File: config.mk
export PLATFORM = sky130hd
export DESIGN_NAME = add_issue_interlock
export DESIGN_NICKNAME = d
export VERILOG_FILES = /design/src/rtl/aii_pkg.sv /design/src/rtl/aii_unit.sv /design/src/rtl/aii_pick.sv /design/src/rtl/aii_scoreboard.sv /design/src/rtl/add_issue_interlock.sv
export SDC_FILE = /design/constraint.sdc
export NUM_CORES = 1
export LEC_CHECK = 0
export CAP_MARGIN = 20
export CORE_MARGIN = 1.5
export CORE_UTILIZATION = 55
export DETAILED_ROUTE_END_ITERATION = 6
export PLACE_DENSITY = 0.82
export SLEW_MARGIN = 10
export SYNTH_ARGS = -nofsm -noshare
export SYNTH_HDL_FRONTEND = slang
export SYNTH_SLANG_ARGS = --single-unit
export TNS_END_PERCENT = 1
File: constraint.sdc
create_clock -name clk -period 4.35 [get_ports clk]
set_clock_uncertainty 0.15 [all_clocks]
set_input_delay 1.0875 -clock clk [delete_from_list [all_inputs] [get_ports clk]]
set_output_delay 1.0875 -clock clk [all_outputs]
set_load 0.03 [all_outputs]
File: src/rtl/aii_pkg.sv
package aii_pkg;

  typedef enum logic [1:0] {
    STG_IDLE = 2'd0,
    STG_EXEC = 2'd1,
    STG_WB   = 2'd2
  } unit_stage_e;

  // A register blocks decode when a write is outstanding and that write
  // does not land in the current cycle (same-cycle register-file forwarding).
  function automatic logic reg_blocked(input logic pend, input logic landing);
    return pend & ~landing;
  endfunction

endpackage

File: src/rtl/aii_unit.sv
module aii_unit
  import aii_pkg::*;
#(
  parameter int EX_CYC = 3,
  parameter int WB_CYC = 2,
  parameter int RW     = 4,
  parameter int TAG_W  = 8
) (
  input  logic             clk,
  input  logic             rst_n,
  input  logic             start,
  input  logic [RW-1:0]    start_dst,
  input  logic [TAG_W-1:0] start_tag,
  output logic             busy,
  output logic             free,
  output logic             wb_last,
  output logic [RW-1:0]    dst,
  output logic [TAG_W-1:0] tag
);

  localparam int MAXC = (EX_CYC > WB_CYC) ? EX_CYC : WB_CYC;
  localparam int CW   = $clog2(MAXC + 1);

  unit_stage_e    stage;
  logic [CW-1:0]  cnt;

  always_ff @(posedge clk or negedge rst_n) begin
    if (!rst_n) begin
      stage <= STG_IDLE;
      cnt   <= '0;
      dst   <= '0;
      tag   <= '0;
    end else if (start) begin
      stage <= STG_EXEC;
      cnt   <= CW'(EX_CYC - 1);
      dst   <= start_dst;
      tag   <= start_tag;
    end else begin
      case (stage)
        STG_EXEC: begin
          if (cnt == '0) begin
            stage <= STG_WB;
            cnt   <= CW'(WB_CYC - 1);
          end else begin
            cnt <= cnt - 1'b1;
          end
        end
        STG_WB: begin
          if (cnt == '0) stage <= STG_IDLE;
          else           cnt   <= cnt - 1'b1;
        end
        default: stage <= STG_IDLE;
      endcase
    end
  end

  assign wb_last = (stage == STG_WB) && (cnt == '0);
  assign busy    = (stage != STG_IDLE);
  assign free    = (stage == STG_IDLE) || wb_last;

endmodule

File: src/rtl/aii_pick.sv
module aii_pick #(
  parameter int N = 3
) (
  input  logic [N-1:0] avail,
  output logic [N-1:0] grant,
  output logic         any
);

  always_comb begin
    grant = '0;
    for (int i = N - 1; i >= 0; i--) begin
      if (avail[i]) grant = N'(1) << i;
    end
  end

  assign any = |avail;

endmodule

File: src/rtl/aii_scoreboard.sv
module aii_scoreboard
  import aii_pkg::*;
#(
  parameter int NUM_REGS = 16,
  parameter int RW       = $clog2(NUM_REGS)
) (
  input  logic                clk,
  input  logic                rst_n,
  input  logic                set_en,
  input  logic [RW-1:0]       set_reg,
  input  logic [NUM_REGS-1:0] landing,
  input  logic [RW-1:0]       q_src_a,
  input  logic [RW-1:0]       q_src_b,
  input  logic [RW-1:0]       q_dst,
  output logic [NUM_REGS-1:0] pending,
  output logic                hazard
);

  logic [NUM_REGS-1:0] set_vec;

  always_comb begin
    set_vec = '0;
    if (set_en) set_vec[set_reg] = 1'b1;
  end

  // Clear of a finishing write and set of a new writer may hit the same
  // register in one cycle: the set wins.
  always_ff @(posedge clk or negedge rst_n) begin
    if (!rst_n) pending <= '0;
    else        pending <= (pending & ~landing) | set_vec;
  end

  assign hazard = reg_blocked(pending[q_src_a], landing[q_src_a]) |
                  reg_blocked(pending[q_src_b], landing[q_src_b]) |
                  reg_blocked(pending[q_dst],   landing[q_dst]);

endmodule

File: src/rtl/add_issue_interlock.sv
module add_issue_interlock #(
  parameter int NUM_REGS  = 16,
  parameter int NUM_UNITS = 3,
  parameter int EX_CYC    = 3,
  parameter int WB_CYC    = 2,
  parameter int TAG_W     = 8,
  localparam int RW       = $clog2(NUM_REGS),
  localparam int CNT_W    = $clog2(NUM_UNITS + 1)
) (
  input  logic                       clk,
  input  logic                       rst_n,
  input  logic                       in_valid,
  output logic                       in_ready,
  input  logic [RW-1:0]              in_dst,
  input  logic [RW-1:0]              in_src_a,
  input  logic [RW-1:0]              in_src_b,
  input  logic [TAG_W-1:0]           in_tag,
  output logic [NUM_UNITS-1:0]       rf_we,
  output logic [NUM_UNITS*RW-1:0]    rf_waddr,
  output logic [NUM_UNITS*TAG_W-1:0] rf_wtag,
  output logic [CNT_W-1:0]           retire_cnt
);

  function automatic logic [CNT_W-1:0] pop_units(input logic [NUM_UNITS-1:0] v);
    logic [CNT_W-1:0] s;
    s = '0;
    for (int i = 0; i < NUM_UNITS; i++) s = s + CNT_W'(v[i]);
    return s;
  endfunction

  // Named internal events, also observed by the checker.
  logic [NUM_UNITS-1:0] unit_free;
  logic [NUM_UNITS-1:0] unit_busy;
  logic [NUM_UNITS-1:0] unit_last;
  logic [NUM_UNITS-1:0] unit_grant;
  logic [NUM_UNITS-1:0] unit_start;
  logic [NUM_REGS-1:0]  reg_landing;
  logic [NUM_REGS-1:0]  reg_pending;
  logic                 any_free;
  logic                 dep_hazard;
  logic                 issue_fire;

  logic [RW-1:0]    u_dst [NUM_UNITS];
  logic [TAG_W-1:0] u_tag [NUM_UNITS];

  aii_pick #(.N(NUM_UNITS)) u_pick (
    .avail (unit_free),
    .grant (unit_grant),
    .any   (any_free)
  );

  assign in_ready   = any_free & ~dep_hazard;
  assign issue_fire = in_valid & in_ready;
  assign unit_start = issue_fire ? unit_grant : '0;

  for (genvar u = 0; u < NUM_UNITS; u++) begin : g_unit
    aii_unit #(
      .EX_CYC (EX_CYC),
      .WB_CYC (WB_CYC),
      .RW     (RW),
      .TAG_W  (TAG_W)
    ) u_unit (
      .clk       (clk),
      .rst_n     (rst_n),
      .start     (unit_start[u]),
      .start_dst (in_dst),
      .start_tag (in_tag),
      .busy      (unit_busy[u]),
      .free      (unit_free[u]),
      .wb_last   (unit_last[u]),
      .dst       (u_dst[u]),
      .tag       (u_tag[u])
    );

    assign rf_waddr[u*RW +: RW]       = u_dst[u];
    assign rf_wtag[u*TAG_W +: TAG_W]  = u_tag[u];
  end

  always_comb begin
    reg_landing = '0;
    for (int u = 0; u < NUM_UNITS; u++) begin
      if (unit_last[u]) reg_landing[u_dst[u]] = 1'b1;
    end
  end

  aii_scoreboard #(
    .NUM_REGS (NUM_REGS),
    .RW       (RW)
  ) u_sb (
    .clk     (clk),
    .rst_n   (rst_n),
    .set_en  (issue_fire),
    .set_reg (in_dst),
    .landing (reg_landing),
    .q_src_a (in_src_a),
    .q_src_b (in_src_b),
    .q_dst   (in_dst),
    .pending (reg_pending),
    .hazard  (dep_hazard)
  );

  assign rf_we      = unit_last;
  assign retire_cnt = pop_units(unit_last);

endmodule

==> flow_summary.ini, run 1 <==
[run_status]
status = completed

[place]
gp_congestion = 0.993
portBuffers = 64
dp_hpwl_um = 10600
pre_cts_ws_ps = -193

[layout]
drive_above_1_share_pct = 27.9
final_common_cell = dfrtp_1
regArea_um2 = 1610
areaGrowthSynthToFinish_pct = 29.6
diodes = 0
multi_input_area_um2 = 2680
final_net_count = 557
fillers = 553
layout_common_cells = 60 x dfrtp_1, 56 x clkdlybuf4s50_1, 47 x buf_4

[floorplanning]
boundaryPins = 65
core_area_um2 = 7770
die_w_um = 92.7
rows = 32
die_h_um = 92.7
start_util_pct = 57.0
die_area_um2 = 8590

[routing]
wirelength_um = 14300
drcViolationCount = 0
drt_iter0_drc = 329
drtAntennaViolNets = 0
dr.pass1.iters = 5
viasPerCell = 6.63
dr_total_vias = 4237
wl_per_cell_um = 22.4

[pwr]
clockPowerShare_pct = 14.9
p_comb_share_pct = 52.1
p_per_area_nw_per_um2 = 672
p_int_w = 0.00221
pwr-share-seq_pct = 33.0
total_power_w = 0.00385
p_leak_nw = 2.39
vdd_drop_max_mv = 0.558
p_switching_w = 0.00164
swShare_pct = 42.6

[min_path]
hp-class = flip-flop to flip-flop
holdPathStages = 1
worstHoldStart = g_unit[1].u_unit.tag[3]
hold_end = g_unit[1].u_unit.tag[3]

[logic_synthesis]
synth.avg_cell_area_um2 = 9.92
yosysWarnings = 0
synth_area_leaders = dfrtp_1 36%, mux2_2 7.4%, mux4_2 6.1%
ys_seq_area_share_pct = 36.2
synth_edf_count = 0
netlist.area_leader.share_pct = 36.2
ys_types = 62
syn_inst = 446
ys_ff_latch = 64
synth.net_count = 470
synth_flop_cell = dfrtp_1
synth_top_area_cell = dfrtp_1
synthArstFlopShare_pct = 100
netlist_area_um2 = 4430

[sta]
holdWs_ps = 366
final.setup.worst_slack_ps = 7.40
setup_viol = 0
hold_viol = 0
fin_crit_sh_pct = 99.8
rsz0062_at_grt = yes
fmax_mhz = 230
period_needed_ps = 4340
relSlewSlack_pct = 61.9
maxSlewViolCount = 0
worst_pin_slew_ps = 572

[clock_network]
cts_inserted_buffers = 9
h-tree-depth = 3
cts_tree = built
clkSlewWorstSetupHoldPaths_ps = 70
clk_path_buf_depth = 2
clkSinkCount = 64
clk_latency_ps = 350
cts_root_buf = clkbuf_8
cts-hold-fix-buffers = 0

[critical_path]
ff2ff_path_depth = 11
cp_cell_sequence = or4b_4 -> clkinv_8 -> nand4_1 -> nand2_2 -> o32ai_1 -> o41ai_2 -> nand4_2 -> nor3b_2 -> buf_4
startpoint_type = flip-flop
worstReg2RegStart = g_unit[0].u_unit.cnt[1]
reg2reg_slack_ps = 650
crit_slowest_cell = or4b_4
required_ps = 3110
max_stage_delay_ps = 650
worstPathArrival_ps = 3110
rr_endpoint = g_unit[1].u_unit.tag[5]
critPathKind = flip-flop to primary output
endpoint_kind = primary output
critPathMaxFanout = 8

[grt]
grt_max_degree = 45
gr-total-overflow = 0
grt_pass1_wl_um = 22100
grt.total_usage_pct = 34.3
antenna_found_initial = 0
grt_pass1_vias = 4148

[job]
max_cap_viol_count = 0
critical path, delay by kind of cell, from the launching register on:
family                 cells  cell delay (ps)
and+or+nand+nor            5             1520
AOI/OAI and AO/OA          2              500
DFF                        1              440
buffers and inverters      2              300
power by group through the flow:
| stage | clock network [W] | logic, W | registers, W |
|---|---|---|---|
| floorplan | 0 | 0.00104 | 0.00143 |
| global route | 0.000610 | 0.00213 | 0.00131 |
| detailed placement | 0 | 0.00193 | 0.00125 |
| finish | 0.000573 | 0.00201 | 0.00127 |
| global placement | 0 | 0.00188 | 0.00123 |
| CTS | 0.000583 | 0.00197 | 0.00125 |
worst max path at each step:
stage                                 start  cells after the start        to
floorplan                         in_dst[0]                      8  in_ready
global placement                  in_dst[0]                      8  in_ready
detailed placement                in_dst[0]                      9  in_ready
CTS                 g_unit[2].u_unit.cnt[0]                      8  in_ready
global route        g_unit[0].u_unit.cnt[1]                      9  in_ready
finish              g_unit[0].u_unit.cnt[1]                      9  in_ready
cells by family after synthesis:
family,Yosys count,synth area share (%)
simple gates,202,27.5
buf+inv,48,5.17
fa+ha+maj,1,0.452
xor+xnor,3,0.594
mux,54,17.2
compound gates,74,12.9
flops,64,36.2
cells in the mapped netlist (3+ instances only):
cell / n
dfrtp_1: 64
mux2_2: 29
nand2_1: 28
nor2_1: 28
nand4_1: 27
nand3_1: 26
clkbuf_1: 19
nor2b_1: 18
a32o_1: 15
and3_1: 15
a21oi_1: 12
buf_2: 12
mux4_2: 12
o21ai_0: 11
nand4b_1: 8
inv_1: 7
mux2_4: 7
nand2b_1: 7
mux2i_1: 6
nand3b_1: 6
or3_1: 6
buf_4: 5
a22oi_1: 4
a31o_2: 4
and2_1: 4
nor3_1: 4
nor3b_1: 4
a311oi_1: 3
a31oi_1: 3
o211a_1: 3
o22ai_1: 3
o32ai_1: 3
or4_1: 3
routing by layer:
metal  vias to the layer above  track usage, %  share of wire, %
met4                         0            17.0               4.8
met1                      2072            40.6                38
met5                         -               0                 0
met3                        65            8.21               7.9
li1                       1884               -                 -
met2                       216            58.1                49
state kept, by name (all words and copies together) (netlist names):
signal	flops
g_unit.u_unit.cnt	6
g_unit.u_unit.stage	6
g_unit.u_unit.tag	24
u_sb.pending	16
g_unit.u_unit.dst	12
layout make-up:
cell class	instances	area share, %
inverters	9	0.938
repair buffers	114	18.2
clock inverters	3	1.13
flip-flops and latches	64	28.0
repair inverters	1	0.153
clock buffers	12	2.71
well taps	102	2.23
multi-input cells	334	46.7
timing repair:
action                                  in CTS  in global routing
endpoints found under the setup margin       1                  1
gates resized for setup                     22                 10
pin swaps                                   10                  9
cloned                                       0                  1
setup buffers                                5                  9
metrics by stage:
step	TNS, ps	util, %	std cells	cell area [um^2]
4_1_cts	-2.63	72.3	629	5620
3_5_place_dp	-193	68.2	609	5300
5_1_grt	-87.3	73.8	639	5740
3_3_place_gp	-97.3	68.2	609	5300
6_report	0	73.8	639	5740
2_1_floorplan	0	-	446	4430
Note: power is estimated with default switching activity, not from simulation.
==> inputs of run 2 (changes only) <==
--- a/config.mk
+++ b/config.mk
@@ -10,6 +10,7 @@
 export CORE_UTILIZATION = 55
 export DETAILED_ROUTE_END_ITERATION = 6
 export PLACE_DENSITY = 0.82
+export SKIP_CTS_REPAIR_TIMING = 1
 export SLEW_MARGIN = 10
 export SYNTH_ARGS = -nofsm -noshare
 export SYNTH_HDL_FRONTEND = slang
==> flow_summary.ini, run 2 (synthesis gave the netlist of run 1 again) <==
[floorplanning]
core_area_um2 = 7770
rows = 32
boundaryPins = 65
start_util_pct = 57.0
die_w_um = 92.7
die_h_um = 92.7
die_area_um2 = 8590

[pwr]
p_per_area_nw_per_um2 = 676
clockPowerShare_pct = 15.0
p_leak_nw = 2.35
p_switching_w = 0.00163
pwr-share-seq_pct = 33.2
p_int_w = 0.00220
p_comb_share_pct = 51.8
swShare_pct = 42.6
vdd_drop_max_mv = 0.534

[grt]
grt_pass1_wl_um = 22000
grt.total_usage_pct = 34.2
grt_pass1_vias = 4101
gr-total-overflow = 0
antenna_found_initial = 0
grt_max_degree = 45

[clock_network]
cts_tree = built
clk_path_buf_depth = 2
cts_root_buf = clkbuf_8
clkSinkCount = 64
clkSlewWorstSetupHoldPaths_ps = 70
cts_inserted_buffers = 9
h-tree-depth = 3
clk_latency_ps = 340

[layout]
top_regs = g_unit.u_unit.tag (24), u_sb.pending (16), g_unit.u_unit.dst (12)
stdcell_count = 631
layout_common_cells = 60 x dfrtp_1, 58 x clkdlybuf4s50_1, 40 x buf_4
final_net_count = 549
fillers = 557
largest_reg_flops = 24
areaGrowthSynthToFinish_pct = 27.8
diodes = 0
regMostFlops = g_unit.u_unit.tag
final_common_cell = dfrtp_1
drive_above_1_share_pct = 26.3

[routing]
wirelength_um = 14100
drtAntennaViolNets = 0
viasPerCell = 6.57
drcViolationCount = 0
dr_total_vias = 4145
drt_iter0_drc = 362
dr.pass1.iters = 6
wl_per_cell_um = 22.3

[sta]
final.setup.worst_slack_ps = -54.2
setup_viol = 1
fmax_mhz = 227
period_needed_ps = 4400
relSlewSlack_pct = 62.2
hold_viol = 0
fin_crit_sh_pct = 101
worst_pin_slew_ps = 567
finalSetupTns_ps = -54.2
rsz0062_at_grt = yes
maxSlewViolCount = 0
holdWs_ps = 366

[place]
dp_hpwl_um = 10600
gp_congestion = 0.993
pre_cts_ws_ps = -193
placed_cells = 609
portBuffers = 64

[critical_path]
cp_cell_sequence = or4b_4 -> or4_4 -> nand4b_1 -> a21boi_1 -> o41ai_2 -> nand4_2 -> nor3b_2 -> buf_4
crit_slowest_cell = or4b_4
startpoint_type = flip-flop
rr_endpoint = g_unit[1].u_unit.tag[5]
critPathKind = flip-flop to primary output
cp_num_buf_inv = 1
worstReg2RegStart = g_unit[2].u_unit.cnt[0]
endpoint_kind = primary output
cp_top_family = simple AND/OR/NAND/NOR gates
max_stage_delay_ps = 640
cp.depth = 8
critPathMaxFanout = 5
ff2ff_path_depth = 10
required_ps = 3110
worstPathArrival_ps = 3170
reg2reg_slack_ps = 600

[min_path]
hp-class = flip-flop to flip-flop
holdPathStages = 1
hold_end = g_unit[1].u_unit.tag[3]
worstHoldStart = g_unit[1].u_unit.tag[3]

[run_status]
status = complete, but fails checks
failed_checks = negative setup slack

[job]
max_cap_viol_count = 0
run 2: worst register-to-register path: cells and delay by family (launching register included):
family	cells	cell delay, ps
flip-flops	1	430
AO/OA/AOI/OAI	2	420
buffers and inverters	2	400
multiplexers	1	300
AND/OR/NAND/NOR	5	1910
run 2: worst max-delay path by stage:
stage / start / end / slack, ps
floorplan: in_dst[0] / in_ready / 120
global placement: in_dst[0] / in_ready / -100
detailed placement: in_dst[0] / in_ready / -190
CTS: in_dst[0] / in_ready / -260
global route: g_unit[2].u_unit.cnt[0] / in_ready / -190
finish: g_unit[2].u_unit.cnt[0] / in_ready / -50
run 2: power by group through the flow:
stage	sequential (W)	combinational (W)	clock [W]
after global routing	0.00131	0.00210	0.000612
after floorplan	0.00143	0.00104	0
after CTS	0.00125	0.00194	0.000583
after global placement	0.00123	0.00188	0
final	0.00127	0.00198	0.000573
after detailed placement	0.00125	0.00193	0
run 2: cell type report:
cell class | count | area [um^2] | share of cell area, %
Clock buffer | 12 | 155 | 2.74
Clock inverter | 3 | 65.1 | 1.15
Inverter | 9 | 48.8 | 0.863
Multi-Input combinational cell | 334 | 2650 | 46.9
Sequential cell | 64 | 1610 | 28.4
Tap cell | 102 | 128 | 2.26
Timing Repair Buffer | 107 | 998 | 17.7
run 2: through the flow:
step                      power (W)  util, %  cell area, um^2
after floorplan             0.00247        -             4430
after global placement      0.00311     68.2             5300
after detailed placement    0.00318     68.2             5300
after CTS                   0.00377     71.0             5520
after global routing        0.00403     72.8             5650
final                       0.00382     72.8             5650
run 2: metal layers:
layer | track usage, % | share of wire [%]
met5 | 0 | 0
met4 | 16.9 | 5.0
met3 | 8.29 | 7.8
met2 | 57.5 | 48
met1 | 40.9 | 39
